File: config.mk
export PLATFORM = sky130hd
export DESIGN_NAME = sar_adc_core
export DESIGN_NICKNAME = d
export VERILOG_FILES = /design/src/rtl/sar_pkg.sv /design/src/rtl/sar_timer.sv /design/src/rtl/sar_search.sv /design/src/rtl/sar_shifter.sv /design/src/rtl/sar_adc_core.sv
export SDC_FILE = /design/constraint.sdc
export NUM_CORES = 1
export LEC_CHECK = 0
export ABC_AREA = 1
export CAP_MARGIN = 20
export CORE_ASPECT_RATIO = 0.7
export CORE_UTILIZATION = 45
export DETAILED_ROUTE_END_ITERATION = 10
export DONT_BUFFER_PORTS = 1
export PLACE_DENSITY_LB_ADDON = 0.2
export SLEW_MARGIN = 5
export SYNTH_ARGS = -nofsm -noshare
export SYNTH_HDL_FRONTEND = slang
export SYNTH_HIERARCHICAL = 1
export SYNTH_SLANG_ARGS = --single-unit
File: constraint.sdc
create_clock -name clk -period 2.6 [get_ports clk]
set_input_delay 0 -clock clk [delete_from_list [all_inputs] [get_ports clk]]
set_output_delay 0 -clock clk [all_outputs]
set_load 0.05 [all_outputs]
File: src/rtl/sar_pkg.sv
package sar_pkg;

    typedef enum logic [2:0] {
        ST_OFF   = 3'd0,
        ST_WAKE  = 3'd1,
        ST_IDLE  = 3'd2,
        ST_SETUP = 3'd3,
        ST_TRIAL = 3'd4,
        ST_EOC   = 3'd5,
        ST_SHIFT = 3'd6,
        ST_TAIL  = 3'd7
    } sar_state_t;

    function automatic int unsigned max3(input int unsigned a,
                                         input int unsigned b,
                                         input int unsigned c);
        int unsigned m;
        m = (a > b) ? a : b;
        return (m > c) ? m : c;
    endfunction

endpackage

File: src/rtl/sar_timer.sv
module sar_timer #(
    parameter int TW = 8
) (
    input  logic          clk,
    input  logic          rst_n,
    input  logic          load,
    input  logic [TW-1:0] load_val,
    output logic          zero
);

    logic [TW-1:0] cnt_q;

    always_ff @(posedge clk or negedge rst_n) begin
        if (!rst_n) begin
            cnt_q <= '0;
        end else if (load) begin
            cnt_q <= load_val;
        end else if (cnt_q != '0) begin
            cnt_q <= cnt_q - 1'b1;
        end
    end

    assign zero = (cnt_q == '0);

    AST_TMR_DOWN: assert property (@(posedge clk) disable iff (!rst_n)
        (!$past(load) && $past(cnt_q) != '0) |-> (cnt_q == $past(cnt_q) - 1'b1));

endmodule

File: src/rtl/sar_search.sv
module sar_search #(
    parameter int WIDTH = 12
) (
    input  logic             clk,
    input  logic             rst_n,
    input  logic             start,
    input  logic             step,
    input  logic             cmp_in,
    output logic [WIDTH-1:0] code,
    output logic             last
);

    localparam logic [WIDTH-1:0] TOP_BIT = {1'b1, {(WIDTH-1){1'b0}}};

    logic [WIDTH-1:0] code_q;
    logic [WIDTH-1:0] mask_q;
    logic [WIDTH-1:0] kept;
    logic [WIDTH-1:0] mask_nx;

    always_comb begin
        kept    = cmp_in ? code_q : (code_q & ~mask_q);
        mask_nx = mask_q >> 1;
    end

    always_ff @(posedge clk or negedge rst_n) begin
        if (!rst_n) begin
            code_q <= '0;
            mask_q <= '0;
        end else if (start) begin
            code_q <= TOP_BIT;
            mask_q <= TOP_BIT;
        end else if (step && mask_q != '0) begin
            code_q <= kept | mask_nx;
            mask_q <= mask_nx;
        end
    end

    assign code = code_q;
    assign last = mask_q[0];

    AST_MASK_SINGLE: assert property (@(posedge clk) disable iff (!rst_n)
        $onehot0(mask_q));
    AST_BIT_KEPT: assert property (@(posedge clk) disable iff (!rst_n)
        (step && !start && mask_q != '0 && cmp_in) |=> ((code_q & $past(mask_q)) != '0));
    AST_BIT_DROPPED: assert property (@(posedge clk) disable iff (!rst_n)
        (step && !start && mask_q != '0 && !cmp_in) |=> ((code_q & $past(mask_q)) == '0));
    AST_UPPER_FROZEN: assert property (@(posedge clk) disable iff (!rst_n)
        (step && !start) |=> (((code_q ^ $past(code_q)) & ~($past(mask_q) | ($past(mask_q) >> 1))) == '0));

endmodule

File: src/rtl/sar_shifter.sv
module sar_shifter #(
    parameter int WIDTH = 12
) (
    input  logic             clk,
    input  logic             rst_n,
    input  logic             load,
    input  logic             shift,
    input  logic [WIDTH-1:0] data_in,
    output logic             bit_out,
    output logic             empty
);

    localparam int CW = $clog2(WIDTH + 1);
    localparam logic [CW-1:0] FULL = CW'(WIDTH);

    logic [CW-1:0] left_q;
    logic          bit_q;

    always_ff @(posedge clk or negedge rst_n) begin
        if (!rst_n) begin
            left_q <= '0;
            bit_q  <= 1'b0;
        end else if (load) begin
            left_q <= FULL;
            bit_q  <= 1'b0;
        end else if (shift && left_q != '0) begin
            bit_q  <= data_in[left_q - 1'b1];
            left_q <= left_q - 1'b1;
        end
    end

    assign bit_out = bit_q;
    assign empty   = (left_q == '0);

    AST_LEFT_BOUND: assert property (@(posedge clk) disable iff (!rst_n)
        left_q <= FULL);
    AST_BIT_HOLD: assert property (@(posedge clk) disable iff (!rst_n)
        (!load && !shift) |=> $stable(bit_q));

endmodule

File: src/rtl/sar_adc_core.sv
module sar_adc_core
    import sar_pkg::*;
#(
    parameter int WIDTH           = 12,
    parameter int OVERHEAD_CYCLES = 66,
    parameter int STEP_CYCLES     = 32,
    parameter int WAKE_CYCLES     = 1000
) (
    input  logic             clk,
    input  logic             rst_n,
    input  logic             shutdown_n,
    input  logic             cs_n,
    input  logic             sclk,
    input  logic             cmp_in,
    output logic [WIDTH-1:0] dac_code,
    output logic             dout,
    output logic             dout_oe
);

    localparam int          CONV_CYCLES = OVERHEAD_CYCLES + WIDTH * STEP_CYCLES;
    localparam int unsigned TMAX = max3(WAKE_CYCLES, OVERHEAD_CYCLES, STEP_CYCLES);
    localparam int          TW   = $clog2(TMAX + 1);
    localparam logic [TW-1:0] WAKE_LD = TW'(WAKE_CYCLES - 1);
    localparam logic [TW-1:0] OVH_LD  = TW'(OVERHEAD_CYCLES - 1);
    localparam logic [TW-1:0] STEP_LD = TW'(STEP_CYCLES - 1);

    sar_state_t state_q, state_nx;

    logic          cs_q, sclk_q;
    logic          cs_fall, sclk_fall;
    logic          tmr_load, tmr_zero;
    logic [TW-1:0] tmr_val;
    logic          srch_start, srch_step, srch_last;
    logic          shf_load, shf_shift, shf_bit, shf_empty;

    // edge detection on the two externally timed inputs
    always_ff @(posedge clk or negedge rst_n) begin
        if (!rst_n) begin
            cs_q   <= 1'b1;
            sclk_q <= 1'b1;
        end else begin
            cs_q   <= cs_n;
            sclk_q <= sclk;
        end
    end

    assign cs_fall   = cs_q & ~cs_n;
    assign sclk_fall = sclk_q & ~sclk;

    sar_timer #(.TW(TW)) u_timer (
        .clk      (clk),
        .rst_n    (rst_n),
        .load     (tmr_load),
        .load_val (tmr_val),
        .zero     (tmr_zero)
    );

    sar_search #(.WIDTH(WIDTH)) u_search (
        .clk    (clk),
        .rst_n  (rst_n),
        .start  (srch_start),
        .step   (srch_step),
        .cmp_in (cmp_in),
        .code   (dac_code),
        .last   (srch_last)
    );

    sar_shifter #(.WIDTH(WIDTH)) u_shifter (
        .clk     (clk),
        .rst_n   (rst_n),
        .load    (shf_load),
        .shift   (shf_shift),
        .data_in (dac_code),
        .bit_out (shf_bit),
        .empty   (shf_empty)
    );

    // state register
    always_ff @(posedge clk or negedge rst_n) begin
        if (!rst_n) begin
            state_q <= ST_OFF;
        end else begin
            state_q <= state_nx;
        end
    end

    // next state and datapath controls
    always_comb begin
        state_nx   = state_q;
        tmr_load   = 1'b0;
        tmr_val    = STEP_LD;
        srch_start = 1'b0;
        srch_step  = 1'b0;
        shf_load   = 1'b0;
        shf_shift  = 1'b0;
        if (!shutdown_n) begin
            state_nx = ST_OFF;
        end else begin
            unique case (state_q)
                ST_OFF: begin
                    state_nx = ST_WAKE;
                    tmr_load = 1'b1;
                    tmr_val  = WAKE_LD;
                end
                ST_WAKE: begin
                    if (tmr_zero) begin
                        state_nx = ST_IDLE;
                    end
                end
                ST_IDLE: begin
                    if (cs_fall) begin
                        state_nx   = ST_SETUP;
                        tmr_load   = 1'b1;
                        tmr_val    = OVH_LD;
                        srch_start = 1'b1;
                        shf_load   = 1'b1;
                    end
                end
                ST_SETUP: begin
                    if (cs_n) begin
                        state_nx = ST_IDLE;
                    end else if (tmr_zero) begin
                        state_nx = ST_TRIAL;
                        tmr_load = 1'b1;
                        tmr_val  = STEP_LD;
                    end
                end
                ST_TRIAL: begin
                    if (cs_n) begin
                        state_nx = ST_IDLE;
                    end else if (tmr_zero) begin
                        srch_step = 1'b1;
                        if (srch_last) begin
                            state_nx = ST_EOC;
                        end else begin
                            tmr_load = 1'b1;
                            tmr_val  = STEP_LD;
                        end
                    end
                end
                ST_EOC: begin
                    if (cs_n) begin
                        state_nx = ST_IDLE;
                    end else if (sclk_fall) begin
                        state_nx  = ST_SHIFT;
                        shf_shift = 1'b1;
                    end
                end
                ST_SHIFT: begin
                    if (cs_n) begin
                        state_nx = ST_IDLE;
                    end else if (sclk_fall) begin
                        if (shf_empty) begin
                            state_nx = ST_TAIL;
                        end else begin
                            shf_shift = 1'b1;
                        end
                    end
                end
                ST_TAIL: begin
                    if (cs_n) begin
                        state_nx = ST_IDLE;
                    end
                end
                default: state_nx = ST_OFF;
            endcase
        end
    end

    // outputs decoded from registered state
    always_comb begin
        dout    = 1'b0;
        dout_oe = 1'b0;
        unique case (state_q)
            ST_OFF, ST_WAKE, ST_IDLE: begin
                dout    = 1'b0;
                dout_oe = 1'b0;
            end
            ST_SETUP, ST_TRIAL, ST_TAIL: begin
                dout    = 1'b0;
                dout_oe = 1'b1;
            end
            ST_EOC: begin
                dout    = 1'b1;
                dout_oe = 1'b1;
            end
            ST_SHIFT: begin
                dout    = shf_bit;
                dout_oe = 1'b1;
            end
            default: begin
                dout    = 1'b0;
                dout_oe = 1'b0;
            end
        endcase
    end

    AST_CS_RELEASES: assert property (@(posedge clk) disable iff (!rst_n)
        cs_n |=> !dout_oe);
    AST_SHDN_OFF: assert property (@(posedge clk) disable iff (!rst_n)
        !shutdown_n |=> (state_q == ST_OFF && !dout_oe));
    AST_WAKE_BLOCKS: assert property (@(posedge clk) disable iff (!rst_n)
        (state_q == ST_WAKE) |=> (state_q inside {ST_WAKE, ST_IDLE, ST_OFF}));
    AST_EOC_FROM_SEARCH: assert property (@(posedge clk) disable iff (!rst_n)
        (state_q == ST_EOC && $past(state_q) != ST_EOC) |-> ($past(state_q) == ST_TRIAL));
    AST_DOUT_ON_FALL: assert property (@(posedge clk) disable iff (!rst_n)
        (state_q inside {ST_EOC, ST_SHIFT, ST_TAIL} && !sclk_fall && !cs_n && shutdown_n)
            |=> $stable(dout));
    AST_ABORT_IDLE: assert property (@(posedge clk) disable iff (!rst_n)
        (state_q inside {ST_SETUP, ST_TRIAL, ST_EOC, ST_SHIFT, ST_TAIL} && cs_n && shutdown_n)
            |=> (state_q == ST_IDLE));

endmodule

==> results of run 1 <==
## cell type report
class	instances	share of cell area, %
Clock buffer	5	2.278
Clock inverter	3	2.983
Inverter	47	5.924
Multi-Input combinational cell	274	45.61
Sequential cell	44	36.54
Tap cell	75	3.107
Timing Repair Buffer	10	3.563
## timing repair
| action | 4_1_cts | 5_1_grt |
|---|---|---|
| setup endpoints to repair | 0 | 0 |
| endpoints found under the hold margin | 52 | 0 |
| hold buffers | 6 | 0 |
## cells in the final DEF, fill, tap and decap left out, types with 2 or more instances in the layout
cell / instances
dfrtp_1: 42
inv_1: 40
or2_2: 2
nor2_4: 6
a21oi_1: 13
o21ai_2: 9
dlygate4sd3_1: 5
nor2_1: 27
buf_4: 4
ha_1: 2
bufinv_16: 3
nor2_2: 6
dfstp_2: 2
inv_2: 6
nand2_2: 6
clkbuf_8: 5
o21ai_1: 8
nand4_1: 5
nand3_2: 2
nand3_1: 35
a211oi_1: 2
nand2_4: 2
o21ai_0: 25
nand2_1: 114
## cells in the mapped netlist
master | number | area share, %
nand2_1 | 114 | 15
dfrtp_1 | 42 | 38
inv_1 | 40 | 5.4
nand3_1 | 35 | 6.3
nor2_1 | 27 | 3.6
o21ai_0 | 25 | 4.5
a21oi_1 | 13 | 2.3
o21ai_2 | 9 | 2.8
o21ai_1 | 8 | 1.4
buf_6 | 7 | 2.8
inv_2 | 6 | 0.81
nand2_2 | 6 | 1.4
nor2_2 | 6 | 1.4
nor2_4 | 6 | 2.4
nand4_1 | 5 | 1.1
clkbuf_1 | 3 | 0.41
a211oi_1 | 2 | 0.54
buf_4 | 2 | 0.54
dfstp_2 | 2 | 1.9
ha_1 | 2 | 0.90
nand2_4 | 2 | 0.81
nand3_2 | 2 | 0.72
or2_2 | 2 | 0.45
and3_1 | 1 | 0.23
buf_8 | 1 | 0.54
conb_1 | 1 | 0.13
inv_4 | 1 | 0.23
nand4_4 | 1 | 0.77
nor2_8 | 1 | 0.72
nor3_1 | 1 | 0.18
o21a_1 | 1 | 0.27
o21bai_1 | 1 | 0.27
o22ai_1 | 1 | 0.23
xnor2_1 | 1 | 0.32
xor2_1 | 1 | 0.32
## per-layer routing
metal	global-route usage (%)	part of all wire, %	vias up
met5	0	0	-
met4	5.784	0.80	0
met3	4.505	4.7	7
met2	27.95	38	39
met1	33.73	56	1114
li1	-	-	1214
## sequential cells by signal, summed over array words and instances, names as in the netlist
signal / cells
u_shifter/bit_out: 1
state_q: 3
u_shifter/left_q: 4
cs_q: 1
sclk_q: 1
u_search/code: 12
u_search/mask_q: 12
u_timer/cnt_q: 10
## where the power goes
group | switching (mW) | total, mW | internal (mW)
clock | 0.248 | 0.728 | 0.481
sequential | 0.622 | 1.60 | 0.981
combinational | 0.909 | 1.46 | 0.553
## how the worst max path moves through the flow
stage | slack, ns | end | from
after floorplan | 0.58 | u_timer/cnt_q[9] | u_timer/cnt_q[0]
after detailed placement | 0.26 | u_search/mask_q[10] | u_timer/cnt_q[0]
after CTS | 0.26 | u_search/mask_q[10] | u_timer/cnt_q[0]
after global placement | 0.38 | u_search/mask_q[10] | u_timer/cnt_q[0]
final | 0.27 | u_search/mask_q[10] | u_timer/cnt_q[0]
after global routing | 0.06 | u_search/mask_q[10] | u_timer/cnt_q[1]
## critical path, stage by stage, from the launching register on
cell and delay (ns):
dfrtp_1 0.38, inv_1 0.09, ha_1 0.20, nand2_2 0.12
nor2_8 0.16, nand3_2 0.10, inv_1 0.11, nand2_1 0.07
nor3_1 0.29, nand2_2 0.14, nor2_2 0.37, nand2_1 0.12
o21ai_0 0.10
## kinds of logic after synthesis
group                      after synthesis
other                                    1
DFF                                     44
and+or+nand+nor                        209
buffers and inverters                   60
AOI/OAI and AO/OA                       60
xor gates and xnor gates                 2
adders and majority gates                2
==> flow_summary.html, run 1 <==
<table>
<tr><th>Metric</th><th>Value</th></tr>
<tr><th colspan="2">Run status</th></tr>
<tr><td>Outcome</td><td>complete, no violations</td></tr>
<tr><th colspan="2">Finish</th></tr>
<tr><td>Proportion of layout cells with a drive suffix above 1</td><td>14.88%</td></tr>
<tr><td>Area growth from synthesis to layout</td><td>8.641%</td></tr>
<tr><td>Area occupied by registers</td><td>1104 um^2</td></tr>
<tr><td>Fillcell total</td><td>slightly below 600</td></tr>
<tr><td>Fraction of the core area covered by cells at the end of the flow</td><td>between 50% and 60%</td></tr>
<tr><td>Antenna cells</td><td>0</td></tr>
<tr><td>Post-route design area</td><td>3020 um^2</td></tr>
<tr><td>Number of nets in the layout</td><td>390</td></tr>
<tr><td>Area of combinational cells with multiple inputs</td><td>between 1000 and 1500 um^2</td></tr>
<tr><td>Post-layout instance count excluding filler cells</td><td>between 400 and 500</td></tr>
<tr><th colspan="2">STA</th></tr>
<tr><td>Worst hold margin</td><td>roughly 0.020 ns</td></tr>
<tr><td>Post-route clock period utilization</td><td>89.43%</td></tr>
<tr><td>Post-layout minimum cycle time</td><td>around 2.3 ns</td></tr>
<tr><td>Clock skew after layout</td><td>0.006118 ns</td></tr>
<tr><td>Final setup margin</td><td>0.2749 ns</td></tr>
<tr><td>Number of hold violations in the final report</td><td>0</td></tr>
<tr><td>Peak clock frequency supported by timing</td><td>430.1 MHz</td></tr>
<tr><td>Final Slew Violations</td><td>0</td></tr>
<tr><td>Setup violators final</td><td>0</td></tr>
<tr><td>Slew at the pin with the worst max-slew slack</td><td>0.5646 ns</td></tr>
<tr><td>Unrepaired setup endpoints after global routing</td><td>no</td></tr>
<tr><td>Relative slew margins</td><td>62.36%</td></tr>
<tr><td>Sum of negative setup slack</td><td>0 ns</td></tr>
<tr><th colspan="2">Routing</th></tr>
<tr><td>Routed wirelength normalized by instance count</td><td>13.17 um</td></tr>
<tr><td>Vias</td><td>2374</td></tr>
<tr><td>Wirelength, routed</td><td>6.033 mm</td></tr>
<tr><td>Antenna-violating nets left</td><td>0</td></tr>
<tr><td>Number of violations reported at the end of detailed-routing iteration 0</td><td>157</td></tr>
<tr><td>Average via count per standard cell</td><td>5.183</td></tr>
<tr><td>DR DRC count</td><td>0</td></tr>
<tr><td>Pre-Repair DR Iteration Count</td><td>4</td></tr>
<tr><th colspan="2">Yosys</th></tr>
<tr><td>Share of the synthesized netlist area taken by xor and xnor gates</td><td>less than 1%</td></tr>
<tr><td>Basic-gate share of the synthesized area counting and, or, nand and nor cells</td><td>between 30% and 40%</td></tr>
<tr><td>Distinct cell type count of the synthesized netlist</td><td>35</td></tr>
<tr><td>Combinational family with the most area after synthesis</td><td>simple AND/OR/NAND/NOR gates</td></tr>
<tr><td>Count of state elements after synthesis</td><td>44</td></tr>
<tr><td>Share of the synthesized area in compound gates (AO/OA/AOI/OAI)</td><td>12.42%</td></tr>
<tr><td>Post-synthesis instance area</td><td>2780 um^2</td></tr>
<tr><td>Number of synthesis warnings</td><td>6</td></tr>
<tr><td>Seq/Total Area, Yosys</td><td>39.69%</td></tr>
<tr><td>Post-Syn Nets</td><td>386</td></tr>
<tr><td>Syn_area_per_cell</td><td>7.355 um^2</td></tr>
<tr><td>Adder-Cell Fraction of Synth Area</td><td>0.9001%</td></tr>
<tr><td>Mux share of post-synthesis cell area</td><td>0%</td></tr>
<tr><td>Number of instances in the synthesized netlist</td><td>378</td></tr>
<tr><th colspan="2">Clock network</th></tr>
<tr><td>Worst-case clock buffer depth</td><td>2</td></tr>
<tr><td>Number of clock buffers inserted by TritonCTS</td><td>5</td></tr>
<tr><td>Post-CTS Repair Setup Buffers</td><td>0</td></tr>
<tr><td>Level count of the clock H-tree</td><td>2</td></tr>
<tr><td>CTS tree</td><td>built</td></tr>
<tr><td>Root Buffer</td><td>clkbuf_8</td></tr>
<tr><td>Clk sinks</td><td>44</td></tr>
<tr><td>Number of gates resized after CTS</td><td>0</td></tr>
<tr><td>Worst-path clk slew</td><td>0.08 ns</td></tr>
<tr><td>Insertion delay to the later sink of the worst-skew pair</td><td>about 0.30 ns</td></tr>
<tr><th colspan="2">Min path</th></tr>
<tr><td>Cell depth of the worst hold path</td><td>4</td></tr>
<tr><td>HP Class</td><td>in2reg</td></tr>
<tr><td>Worst hold path startpoint</td><td>cmp_in</td></tr>
<tr><td>Endpoint with the worst hold slack</td><td>u_search/code[8]</td></tr>
<tr><th colspan="2">Critical path</th></tr>
<tr><td>Reg-to-Reg Start</td><td>u_timer/cnt_q[0]</td></tr>
<tr><td>Type of the worst setup path</td><td>reg2reg</td></tr>
<tr><td>Critical path fanouts, max</td><td>11</td></tr>
<tr><td>Critical path launch point type</td><td>flip-flop</td></tr>
<tr><td>Nature of the critical path endpoint</td><td>flip-flop</td></tr>
<tr><td>Minimum setup slack among reg-to-reg paths</td><td>0.27 ns</td></tr>
<tr><td>Worst flop-to-flop path endpoint</td><td>u_search/mask_q[10]</td></tr>
<tr><td>Data required time of the worst path</td><td>2.82 ns</td></tr>
<tr><td>Cell count of the worst reg-to-reg path</td><td>12</td></tr>
<tr><td>Data arrival time of the worst path</td><td>2.54 ns</td></tr>
<tr><th colspan="2">Placed design</th></tr>
<tr><td>Final RePlAce weighted congestion</td><td>0.8281</td></tr>
<tr><td>Worst-case setup slack after placement</td><td>0.2615 ns</td></tr>
<tr><td>Placed standard-cell area</td><td>2784 um^2</td></tr>
<tr><td>Number of buffer cells added on primary ports</td><td>0</td></tr>
<tr><td>HPWL reported at the end of detailed placement</td><td>4.360 mm</td></tr>
<tr><td>Count of placed standard cells including taps</td><td>444</td></tr>
<tr><th colspan="2">GRT</th></tr>
<tr><td>First-pass GRT wire length</td><td>approximately 10 mm</td></tr>
<tr><td>Total global routing overflow</td><td>0</td></tr>
<tr><td>Pin count of the biggest net entering global routing</td><td>45</td></tr>
<tr><td>Antenna violations before repair</td><td>0</td></tr>
<tr><td>Via count of the first global-routing pass</td><td>2100</td></tr>
<tr><td>Tot GR Track Use</td><td>21.13%</td></tr>
<tr><th colspan="2">Power and ir drop</th></tr>
<tr><td>Total power</td><td>3.794 mW</td></tr>
<tr><td>Maximum VDD drop</td><td>around 0.74 mV</td></tr>
<tr><td>P_leak</td><td>1.515 nW</td></tr>
<tr><td>Power density relative to cell area</td><td>1256 nW/um^2</td></tr>
<tr><th colspan="2">Die</th></tr>
<tr><td>Starting utilization of the core area</td><td>between 40% and 50%</td></tr>
<tr><td>Die extent in x</td><td>95.95 um</td></tr>
<tr><td>Core Rows</td><td>23</td></tr>
<tr><td>Core region area</td><td>a little under 6000 um^2</td></tr>
<tr><td>Floorplan die height</td><td>67.76 um</td></tr>
<tr><td>IO Pins</td><td>20</td></tr>
<tr><td>Die area</td><td>6501 um^2</td></tr>
<tr><th colspan="2">Job</th></tr>
<tr><td>Maximum capacitance violations</td><td>0</td></tr>
</table>
Power figures use the tool's default switching activity.
==> run 2: changes to the inputs <==
--- a/config.mk
+++ b/config.mk
@@ -8,2 +8,3 @@
 export ABC_AREA = 1
+export BUFFER_PORTS_ARGS = -buffer_cell sky130_fd_sc_hd__buf_2
 export CAP_MARGIN = 20
@@ -12,3 +13,2 @@
 export DETAILED_ROUTE_END_ITERATION = 10
-export DONT_BUFFER_PORTS = 1
 export PLACE_DENSITY_LB_ADDON = 0.2
@@ -19 +19,2 @@
 export SYNTH_SLANG_ARGS = --single-unit
+export TNS_END_PERCENT = 5
--- a/constraint.sdc
+++ b/constraint.sdc
@@ -3,2 +3,2 @@
 set_output_delay 0 -clock clk [all_outputs]
-set_load 0.05 [all_outputs]
+set_load 0.01 [all_outputs]
==> run 2 against run 1 <==
- sequential share of layout area decreased by 0.15 points
- non-clock buffer count up 16
- first-iteration DRC count increased by 8.3%
- maximum frequency decreased by 1.0%
- largest cell class unchanged
- clock power fell by 27%
- total power fell by 9.8%
- final area up 0.41%
- final cell count increased by 3.5%
- global-route usage up 0.25 points
- count of clock-buffer cells in the layout did not move
- sequential cell count unchanged
- combinational power rose by 8%
==> flow_summary.html, run 2 (synthesized netlist as in run 1, its figures left out) <==
<table>
<tr><th>Metric</th><th>Value</th></tr>
<tr><th colspan="2">GRT</th></tr>
<tr><td>First-pass GRT wire length</td><td>10.36 mm</td></tr>
<tr><td>Tot GR Track Use</td><td>21.38%</td></tr>
<tr><td>Via count of the first global-routing pass</td><td>2195</td></tr>
<tr><td>Pin count of the biggest net entering global routing</td><td>45</td></tr>
<tr><td>Antenna violations before repair</td><td>0</td></tr>
<tr><td>Total global routing overflow</td><td>0</td></tr>
<tr><th colspan="2">STA</th></tr>
<tr><td>Final setup margin</td><td>between 0.2 and 0.3 ns</td></tr>
<tr><td>Sum of negative setup slack</td><td>0 ns</td></tr>
<tr><td>Unrepaired setup endpoints after global routing</td><td>no</td></tr>
<tr><td>Relative slew margins</td><td>62.11%</td></tr>
<tr><td>Post-layout minimum cycle time</td><td>roughly 2.3 ns</td></tr>
<tr><td>Post-route clock period utilization</td><td>around nine tenths</td></tr>
<tr><td>Number of hold violations in the final report</td><td>0</td></tr>
<tr><td>Clock skew after layout</td><td>about 0.0067 ns</td></tr>
<tr><td>Setup violators final</td><td>0</td></tr>
<tr><td>Peak clock frequency supported by timing</td><td>425.8 MHz</td></tr>
<tr><td>Slew at the pin with the worst max-slew slack</td><td>0.5677 ns</td></tr>
<tr><td>Final Slew Violations</td><td>0</td></tr>
<tr><th colspan="2">Die</th></tr>
<tr><td>IO Pins</td><td>20</td></tr>
<tr><td>Die area</td><td>6501 um^2</td></tr>
<tr><td>Core Rows</td><td>23</td></tr>
<tr><td>Starting utilization of the core area</td><td>between 40% and 50%</td></tr>
<tr><td>Core region area</td><td>5842 um^2</td></tr>
<tr><td>Floorplan die height</td><td>67.76 um</td></tr>
<tr><td>Die extent in x</td><td>95.95 um</td></tr>
<tr><th colspan="2">Placed design</th></tr>
<tr><td>HPWL reported at the end of detailed placement</td><td>4.461 mm</td></tr>
<tr><td>Worst-case setup slack after placement</td><td>0.2282 ns</td></tr>
<tr><td>Final RePlAce weighted congestion</td><td>0.8897</td></tr>
<tr><td>Count of placed standard cells including taps</td><td>between 400 and 500</td></tr>
<tr><td>Number of buffer cells added on primary ports</td><td>19</td></tr>
<tr><th colspan="2">Routing</th></tr>
<tr><td>Antenna-violating nets left</td><td>0</td></tr>
<tr><td>Wirelength, routed</td><td>6.206 mm</td></tr>
<tr><td>Pre-Repair DR Iteration Count</td><td>4</td></tr>
<tr><td>Routed wirelength normalized by instance count</td><td>13.09 um</td></tr>
<tr><td>DR DRC count</td><td>0</td></tr>
<tr><td>Vias</td><td>between 2000 and 2500</td></tr>
<tr><td>Average via count per standard cell</td><td>5.116</td></tr>
<tr><td>Number of violations reported at the end of detailed-routing iteration 0</td><td>170</td></tr>
<tr><th colspan="2">Finish</th></tr>
<tr><td>Commonest non-fill, non-tap cell in the layout</td><td>nand2_1</td></tr>
<tr><td>Post-layout instance count excluding filler cells</td><td>474</td></tr>
<tr><td>Commonest cells after routing, fill and taps aside</td><td>114 x nand2_1, 42 x dfrtp_1, 40 x inv_1, 35 x nand3_1, 27 x nor2_1</td></tr>
<tr><td>Fillcell total</td><td>roughly 570</td></tr>
<tr><td>Fraction of the core area covered by cells at the end of the flow</td><td>51.92%</td></tr>
<tr><td>Antenna cells</td><td>0</td></tr>
<tr><td>Area growth from synthesis to layout</td><td>9.091%</td></tr>
<tr><td>Number of nets in the layout</td><td>406</td></tr>
<tr><td>Proportion of layout cells with a drive suffix above 1</td><td>between 10% and 20%</td></tr>
<tr><th colspan="2">Clock network</th></tr>
<tr><td>CTS tree</td><td>built</td></tr>
<tr><td>Hold buffer count at CTS</td><td>3</td></tr>
<tr><td>Number of clock buffers inserted by TritonCTS</td><td>5</td></tr>
<tr><td>Number of gates resized after CTS</td><td>0</td></tr>
<tr><td>Worst-case clock buffer depth</td><td>2</td></tr>
<tr><td>Level count of the clock H-tree</td><td>2</td></tr>
<tr><td>Clk sinks</td><td>44</td></tr>
<tr><td>Insertion delay to the later sink of the worst-skew pair</td><td>approximately 0.30 ns</td></tr>
<tr><td>Post-CTS Repair Setup Buffers</td><td>0</td></tr>
<tr><td>Root Buffer</td><td>clkbuf_8</td></tr>
<tr><td>Worst-path clk slew</td><td>0.09 ns</td></tr>
<tr><th colspan="2">Critical path</th></tr>
<tr><td>Type of the worst setup path</td><td>reg2reg</td></tr>
<tr><td>Minimum setup slack among reg-to-reg paths</td><td>0.25 ns</td></tr>
<tr><td>Capturing instance or port of the critical path</td><td>u_search/mask_q[10]</td></tr>
<tr><td>Reg-to-Reg Start</td><td>u_timer/cnt_q[0]</td></tr>
<tr><td>Cell count of the worst reg-to-reg path</td><td>12</td></tr>
<tr><td>Crit path from</td><td>u_timer/cnt_q[0]</td></tr>
<tr><td>Nature of the critical path endpoint</td><td>flip-flop</td></tr>
<tr><td>Data required time of the worst path</td><td>2.83 ns</td></tr>
<tr><td>Worst flop-to-flop path endpoint</td><td>u_search/mask_q[10]</td></tr>
<tr><td>Data arrival time of the worst path</td><td>2.57 ns</td></tr>
<tr><td>Critical path fanouts, max</td><td>11</td></tr>
<tr><td>Critical path launch point type</td><td>flip-flop</td></tr>
<tr><th colspan="2">Power and ir drop</th></tr>
<tr><td>Maximum VDD drop</td><td>0.5209 mV</td></tr>
<tr><td>P_leak</td><td>1.561 nW</td></tr>
<tr><td>Total power</td><td>3.421 mW</td></tr>
<tr><td>Power density relative to cell area</td><td>1128 nW/um^2</td></tr>
<tr><th colspan="2">Min path</th></tr>
<tr><td>HP Class</td><td>in2reg</td></tr>
<tr><th colspan="2">Run status</th></tr>
<tr><td>Outcome</td><td>complete, no violations</td></tr>
<tr><th colspan="2">Job</th></tr>
<tr><td>Maximum capacitance violations</td><td>0</td></tr>
</table>
==> run 2: stage by stage <==
step	area (um^2)	hold WS, ns
after floorplan	2780	-0.2956
after global routing	3033	0.1236
after detailed placement	2872	0.1159
final	3033	0.07462
after global placement	2872	0.1158
after CTS	3013	0.06696
==> run 2: critical path, cell delays in order, from the launching register on <==
cell	delay (ns)
dfrtp_1	0.38
inv_1	0.09
ha_1	0.21
nand2_2	0.12
nor2_8	0.16
nand3_2	0.10
inv_1	0.11
nand2_1	0.08
nor3_1	0.30
nand2_2	0.14
nor2_2	0.36
nand2_1	0.12
o21ai_0	0.09
==> run 2: how the worst min path moves through the flow <==
stage               startpoint                to  slack, ns  cells past startpoint
floorplan                rst_n        state_q[0]      -0.30                      0
global placement          sclk            sclk_q       0.12                      1
detailed placement        sclk            sclk_q       0.12                      1
CTS                 shutdown_n  u_timer/cnt_q[4]       0.07                      4
global route             rst_n  u_search/code[2]       0.12                      2
finish              shutdown_n  u_timer/cnt_q[4]       0.07                      4
==> run 2: power by group <==
part	internal, mW	switching (mW)
clock	0.285	0.248
combinational	0.602	0.980
sequential	0.988	0.319
==> run 2: layout make-up <==
cell class              instances  area, um^2  area share (%)
multi-input cells             274        1378           45.42
flip-flops and latches         44        1104           36.39
inverters                      47       178.9           5.899
repair buffers                 26       167.7           5.528
well taps                      75       93.84           3.094
clock buffers                   5       68.82           2.269
clock inverters                 3       42.54           1.403
==> run 2: per-layer routing <==
| metal | wire length (um) | part of all wire [%] | vias to the layer above | global-route usage, % |
|---|---|---|---|---|
| li1 | - | - | 1238 | - |
| met4 | 62 | 1.0 | 0 | 6.157 |
| met3 | 357 | 5.8 | 5 | 4.730 |
| met1 | 3264 | 53 | 1122 | 31.65 |
| met5 | 0 | 0 | - | 0 |
| met2 | 2522 | 41 | 60 | 31.07 |
